File: src/rtl/fres_cond_pkg.sv
package fres_cond_pkg;

    typedef enum logic [1:0] {
        OPC_PASS  = 2'd0,
        OPC_ARITH = 2'd1,
        OPC_DIV   = 2'd2,
        OPC_SIGN  = 2'd3
    } opc_e;

endpackage

File: src/rtl/fres_opnd_clamp.sv
module fres_opnd_clamp #(
    parameter int EXP_W = 8,
    parameter int MAN_W = 23
) (
    input  logic [EXP_W+MAN_W:0] val_i,
    output logic [EXP_W+MAN_W:0] val_o
);
    localparam int W = 1 + EXP_W + MAN_W;
    localparam logic [W-2:0] MAX_MAG = {{(EXP_W-1){1'b1}}, 1'b0, {MAN_W{1'b1}}};

    logic             sgn;
    logic [EXP_W-1:0] expo;

    assign sgn  = val_i[W-1];
    assign expo = val_i[W-2:MAN_W];

    always_comb begin
        if (expo == '0) begin
            val_o = {sgn, {(W-1){1'b0}}};
        end else if (&expo) begin
            val_o = {sgn, MAX_MAG};
        end else begin
            val_o = val_i;
        end
    end
endmodule

File: src/rtl/fres_res_check.sv
module fres_res_check #(
    parameter int EXP_W = 8,
    parameter int MAN_W = 23
) (
    input  logic [EXP_W+MAN_W:0] raw_i,
    output logic [EXP_W+MAN_W:0] clean_o,
    output logic                 big_o,
    output logic                 tiny_o
);
    localparam int W = 1 + EXP_W + MAN_W;

    logic [EXP_W-1:0] expo;
    logic [MAN_W-1:0] man;

    assign expo = raw_i[W-2:MAN_W];
    assign man  = raw_i[MAN_W-1:0];

    fres_opnd_clamp #(.EXP_W(EXP_W), .MAN_W(MAN_W)) u_clamp (
        .val_i (raw_i),
        .val_o (clean_o)
    );

    // overflow wins: tiny only when the exponent is not saturated
    assign big_o  = &expo;
    assign tiny_o = !big_o && (expo == '0) && (man != '0);
endmodule

File: src/rtl/fres_flag_merge.sv
module fres_flag_merge
    import fres_cond_pkg::*;
#(
    parameter int STAT_W     = 32,
    parameter int OVF_CAUSE  = 15,
    parameter int UNF_CAUSE  = 14,
    parameter int OVF_STICKY = 4,
    parameter int UNF_STICKY = 3
) (
    input  opc_e              cls_i,
    input  logic              big_i,
    input  logic              tiny_i,
    input  logic [STAT_W-1:0] stat_i,
    output logic [STAT_W-1:0] stat_o
);
    localparam logic [STAT_W-1:0] ONE       = {{(STAT_W-1){1'b0}}, 1'b1};
    localparam logic [STAT_W-1:0] OVF_MASK  = (ONE << OVF_CAUSE) | (ONE << OVF_STICKY);
    localparam logic [STAT_W-1:0] UNF_MASK  = (ONE << UNF_CAUSE) | (ONE << UNF_STICKY);
    localparam logic [STAT_W-1:0] CAUSE_MSK = (ONE << OVF_CAUSE) | (ONE << UNF_CAUSE);

    always_comb begin
        stat_o = stat_i;
        unique case (cls_i)
            OPC_ARITH: begin
                if (big_i)  stat_o = stat_o | OVF_MASK;
                if (tiny_i) stat_o = stat_o | UNF_MASK;
            end
            OPC_SIGN:  stat_o = stat_i & ~CAUSE_MSK;
            default:   stat_o = stat_i;
        endcase
    end
endmodule

File: src/rtl/fres_cond.sv
module fres_cond
    import fres_cond_pkg::*;
#(
    parameter int EXP_W      = 8,
    parameter int MAN_W      = 23,
    parameter int STAT_W     = 32,
    parameter int OVF_CAUSE  = 15,
    parameter int UNF_CAUSE  = 14,
    parameter int OVF_STICKY = 4,
    parameter int UNF_STICKY = 3
) (
    input  logic                   clk,
    input  logic                   rst_n,
    input  logic                   valid_i,
    input  logic [1:0]             op_class_i,
    input  logic [EXP_W+MAN_W:0]   opa_i,
    input  logic [EXP_W+MAN_W:0]   opb_i,
    input  logic [EXP_W+MAN_W:0]   res_i,
    output logic [EXP_W+MAN_W:0]   opa_o,
    output logic [EXP_W+MAN_W:0]   opb_o,
    output logic [EXP_W+MAN_W:0]   res_o,
    output logic                   res_valid_o,
    output logic [STAT_W-1:0]      status_o
);
    localparam int W      = 1 + EXP_W + MAN_W;
    localparam int N_OPND = 2;

    typedef struct packed {
        logic [W-1:0]      res;
        logic              vld;
        logic [STAT_W-1:0] stat;
    } state_t;

    state_t state_d, state_q;

    // operand side
    logic [N_OPND-1:0][W-1:0] opnd_raw, opnd_clean;
    assign opnd_raw = {opb_i, opa_i};

    for (genvar g = 0; g < N_OPND; g++) begin : g_opnd
        fres_opnd_clamp #(.EXP_W(EXP_W), .MAN_W(MAN_W)) u_opnd (
            .val_i (opnd_raw[g]),
            .val_o (opnd_clean[g])
        );
    end

    assign opa_o = opnd_clean[0];
    assign opb_o = opnd_clean[1];

    // result side
    opc_e              cls;
    logic [W-1:0]      res_clean;
    logic              res_big, res_tiny;
    logic [STAT_W-1:0] stat_merged;

    assign cls = opc_e'(op_class_i);

    fres_res_check #(.EXP_W(EXP_W), .MAN_W(MAN_W)) u_res (
        .raw_i   (res_i),
        .clean_o (res_clean),
        .big_o   (res_big),
        .tiny_o  (res_tiny)
    );

    fres_flag_merge #(
        .STAT_W     (STAT_W),
        .OVF_CAUSE  (OVF_CAUSE),
        .UNF_CAUSE  (UNF_CAUSE),
        .OVF_STICKY (OVF_STICKY),
        .UNF_STICKY (UNF_STICKY)
    ) u_flags (
        .cls_i  (cls),
        .big_i  (res_big),
        .tiny_i (res_tiny),
        .stat_i (state_q.stat),
        .stat_o (stat_merged)
    );

    always_comb begin
        state_d     = state_q;
        state_d.vld = valid_i;
        if (valid_i) begin
            unique case (cls)
                OPC_ARITH, OPC_DIV: state_d.res = res_clean;
                default:            state_d.res = res_i;
            endcase
            state_d.stat = stat_merged;
        end
    end

    always_ff @(posedge clk or negedge rst_n) begin
        if (!rst_n) begin
            state_q <= '0;
        end else begin
            state_q <= state_d;
        end
    end

    assign res_o       = state_q.res;
    assign res_valid_o = state_q.vld;
    assign status_o    = state_q.stat;
endmodule

File: config.mk
export PLATFORM = sky130hd
export DESIGN_NAME = fres_cond
export DESIGN_NICKNAME = d
export VERILOG_FILES = /design/src/rtl/fres_cond_pkg.sv /design/src/rtl/fres_opnd_clamp.sv /design/src/rtl/fres_res_check.sv /design/src/rtl/fres_flag_merge.sv /design/src/rtl/fres_cond.sv
export SDC_FILE = /design/constraint.sdc
export NUM_CORES = 1
export LEC_CHECK = 0
export BUFFER_PORTS_ARGS = -buffer_cell sky130_fd_sc_hd__buf_2
export CORE_AREA = 5 5 86 88
export DETAILED_ROUTE_END_ITERATION = 10
export DIE_AREA = 0 0 91 93
export PLACE_DENSITY = 0.89
export SYNTH_ARGS = -nofsm -noshare
export SYNTH_HDL_FRONTEND = slang
export SYNTH_SLANG_ARGS = --single-unit
File: constraint.sdc
create_clock -name clk -period 2.2 [get_ports clk]
set_input_delay 0.22 -clock clk [delete_from_list [all_inputs] [get_ports clk]]
set_output_delay 0.22 -clock clk [all_outputs]
set_load 0.005 [all_outputs]
==> run_results.csv <==
group,metric,value,unit
outcome,status,"completed",
grt,globalRoute.totalOverflow,0,
die,initial_core_util,36.00,%
clocking,htree_levels,2,
power,finalPower,1.714,mW
clocking,numCtsBuffers,5,
die,die_w,91,um
clocking,cts-root-buf,"clkbuf_8",
yosys,synthTopCellsByArea,"dfrtp_1 39%, o21a_1 15%, buf_4 9.8%, o21ai_0 9.5%, inv_1 4.4%",
die,core_area,0.006569,mm^2
yosys,synth_top_area_share,39.15,%
yosys,ys_warn_count,0,
placement,dpl.hpwl,6.769,mm
clocking,postCtsSetupBuffers,0,
routing,drc_errors,0,
timing,final.setup.tns,0,ns
finish,syn_to_final_growth,40.85,%
timing,period_needed,1.725,ns
timing,rsz0062_at_grt,"false",
grt,grt_pass1_vias,2480,
setup_path,crit_arrival,1.51,ns
timing,setup_violations,0,
placement,place_worst_setup_slack,0.3952,ns
power,power_density,514.5,mW/mm^2
finish,n_fill_cell,616,
grt,grt_max_degree,38,
power,ir_drop,0.4244,mV
yosys,synth_ff_type,"dfrtp_1",
routing,viasPerCell,4.787,
clocking,postCtsHoldBufs,0,
yosys,ys_ff_latch,37,
grt,grt_pass1_wl,12.27,mm
finish,diodes,0,
timing,tightest_slew,0.7940,ns
routing,drtIter0Drc,96,
setup_path,crit_required,1.98,ns
routing,ant_nets,0,
clocking,cts_resized,0,
clocking,clock_latency,0.29,ns
setup_path,r2r_cells,1,
clocking,clock_sinks,37,
timing,fin_ws,0.4745,ns
power,p_leak,1.797,nW
routing,wl_per_cell,15.37,um
die,die_area,0.008463,mm^2
routing,vias,2537,
clocking,clockBufferDepth,2,
yosys,avgSynthCellArea,8.631,um^2
setup_path,worstSetupEndpointType,"primary output",
clocking,tritoncts,"done",
timing,period_share,78.43,%
setup_path,startpoint_type,"input port",
flow_run,drv_cap,0,
yosys,synthesis.area,0.002365,mm^2
finish,drive_gt1_share,49.11,%
setup_path,critical_path_class,"in2out",
timing,worst_clock_skew,0,ns
die,io_pins,230,
routing,finalWirelength,8.148,mm
yosys,synth_top_area_cell,"dfrtp_1",
worst_hold_path,hold_class,"in2async",
timing,hold_violations,0,
finish,layout.nets,553,
setup_path,cp_max_fo,23,
timing,slew_viol_final,0,
die,row_count,30,
grt,antenna_found_initial,0,
clocking,cts.clk_slew.worst_paths,0.07,ns
setup_path,timing.rr.end,"status_o[3]",
grt,gr-usage-all-layers,17.69,%
timing,slew_headroom,47.07,%
placement,gp_congestion,0.7932,
die,die_height,93,um
yosys,ys_async_sr_fraction,100.0,%
placement,io_buffers,197,
yosys,yosysSeqAreaShare,39.15,%
timing,max_freq,0.5795,GHz
setup_path,r2r_slack,1.38,ns
yosys,synth_enable_flop_cells,0,
yosys,synthCells,274,
setup_path,r2r-start,"status_o[3]",
routing,dr.pass1.iters,4,
yosys,synth_cell_types,28,
-- final cells by class --
class / instances / area [um^2] / share of cell area [%]
inverter: 28 / 105.1 / 3.156
clock inverter: 1 / 7.507 / 0.2254
multi-input combinational: 176 / 1086 / 32.61
timing repair buffer: 202 / 1023 / 30.73
tap: 80 / 100.1 / 3.005
clock buffer: 6 / 82.58 / 2.479
sequential: 37 / 925.9 / 27.80
-- cells in the final DEF (no fill, tap or decap) --
cell type | netlist | final
clkinvlp_4 | 0 | 1
o211ai_1 | 2 | 2
mux2_2 | 8 | 8
conb_1 | 1 | 28
mux2_1 | 1 | 1
o21ai_0 | 45 | 45
nand2_1 | 6 | 6
nand3b_1 | 1 | 1
nand4_1 | 7 | 7
nor2_1 | 4 | 4
a31oi_1 | 1 | 1
o21a_1 | 47 | 47
o2111ai_1 | 1 | 1
nor3_1 | 2 | 2
nor2b_1 | 2 | 2
dfrtp_1 | 37 | 37
inv_1 | 28 | 28
nor3_2 | 1 | 1
nor4_2 | 2 | 2
clkbuf_8 | 0 | 6
a21o_1 | 1 | 1
buf_4 | 31 | 5
nor4_1 | 9 | 9
buf_2 | 4 | 197
o2bb2ai_1 | 1 | 1
and2_2 | 1 | 1
ha_1 | 2 | 2
o21ai_1 | 4 | 4
-- power breakdown --
part | internal (mW) | total [mW] | switching, mW | leakage (nW)
Sequential | 0.747 | 0.786 | 0.0386 | 0.447
Clock | 0.248 | 0.489 | 0.242 | 0.0433
Combinational | 0.225 | 0.438 | 0.213 | 1.31
-- kinds of logic after synthesis --
kind of cell	count (synthesis)	share of synthesized area, %
other	1	0.1586
buffers and inverters	88	19.21
DFF	37	39.15
adders and majority gates	2	1.058
muxes	9	4.286
and+or+nand+nor	35	8.888
AOI/OAI and AO/OA	102	27.25
-- registers in the layout, indices dropped and copies added, names as in the netlist --
name	flops
res_valid_o	1
status_o	4
res_o	32
-- metrics by stage --
| step | hold slack (ns) | util, % | instance area (um^2) | instances |
|---|---|---|---|---|
| 3_3_place_gp | 0.3401 | 49.33 | 3241 | 523 |
| 2_1_floorplan | -0.07559 | - | 2466 | 301 |
| 6_report | 0.01524 | 50.70 | 3331 | 530 |
| 4_1_cts | 0.05224 | 50.70 | 3331 | 530 |
| 5_1_grt | 0.09442 | 50.70 | 3331 | 530 |
| 3_5_place_dp | 0.3592 | 49.33 | 3241 | 523 |
-- cells in the mapped netlist, types with 4 or more instances --
cell type,instances
clkbuf_1,23
o21ai_0,45
o21ai_1,4
inv_1,28
dfrtp_1,37
mux2_2,8
nor4_1,9
o21a_1,47
nand4_1,7
nand2_1,6
buf_2,4
buf_4,31
nor2_1,4
-- how the worst max path moves through the flow --
stage                     startpoint           to  slack [ns]  depth (start not counted)
after floorplan             res_i[5]  status_o[3]        0.91                          4
after global placement     res_i[22]  status_o[3]        0.39                          5
after detailed placement   res_i[22]  status_o[3]        0.40                          5
after CTS                  opb_i[28]     opb_o[0]        0.51                          5
after global routing       opb_i[27]     opb_o[8]        0.33                          5
final                      opb_i[28]     opb_o[0]        0.47                          5
-- metal layers --
layer / track usage (%) / vias to the layer above / part of all wire [%]
met2: 29.81 / 131 / 50
met3: 6.436 / 12 / 11
li1: - / 1220 / -
met5: 0 / - / 0
met1: 20.80 / 1174 / 38
met4: 5.990 / 0 / 1.4
-- worst max-delay path: stages --
cell and delay (ns):
buf_2 0.11, nor4_1 0.27, nand2_1 0.48, o21a_1 0.28
buf_2 0.13
Note: power is estimated with default switching activity, not from simulation.
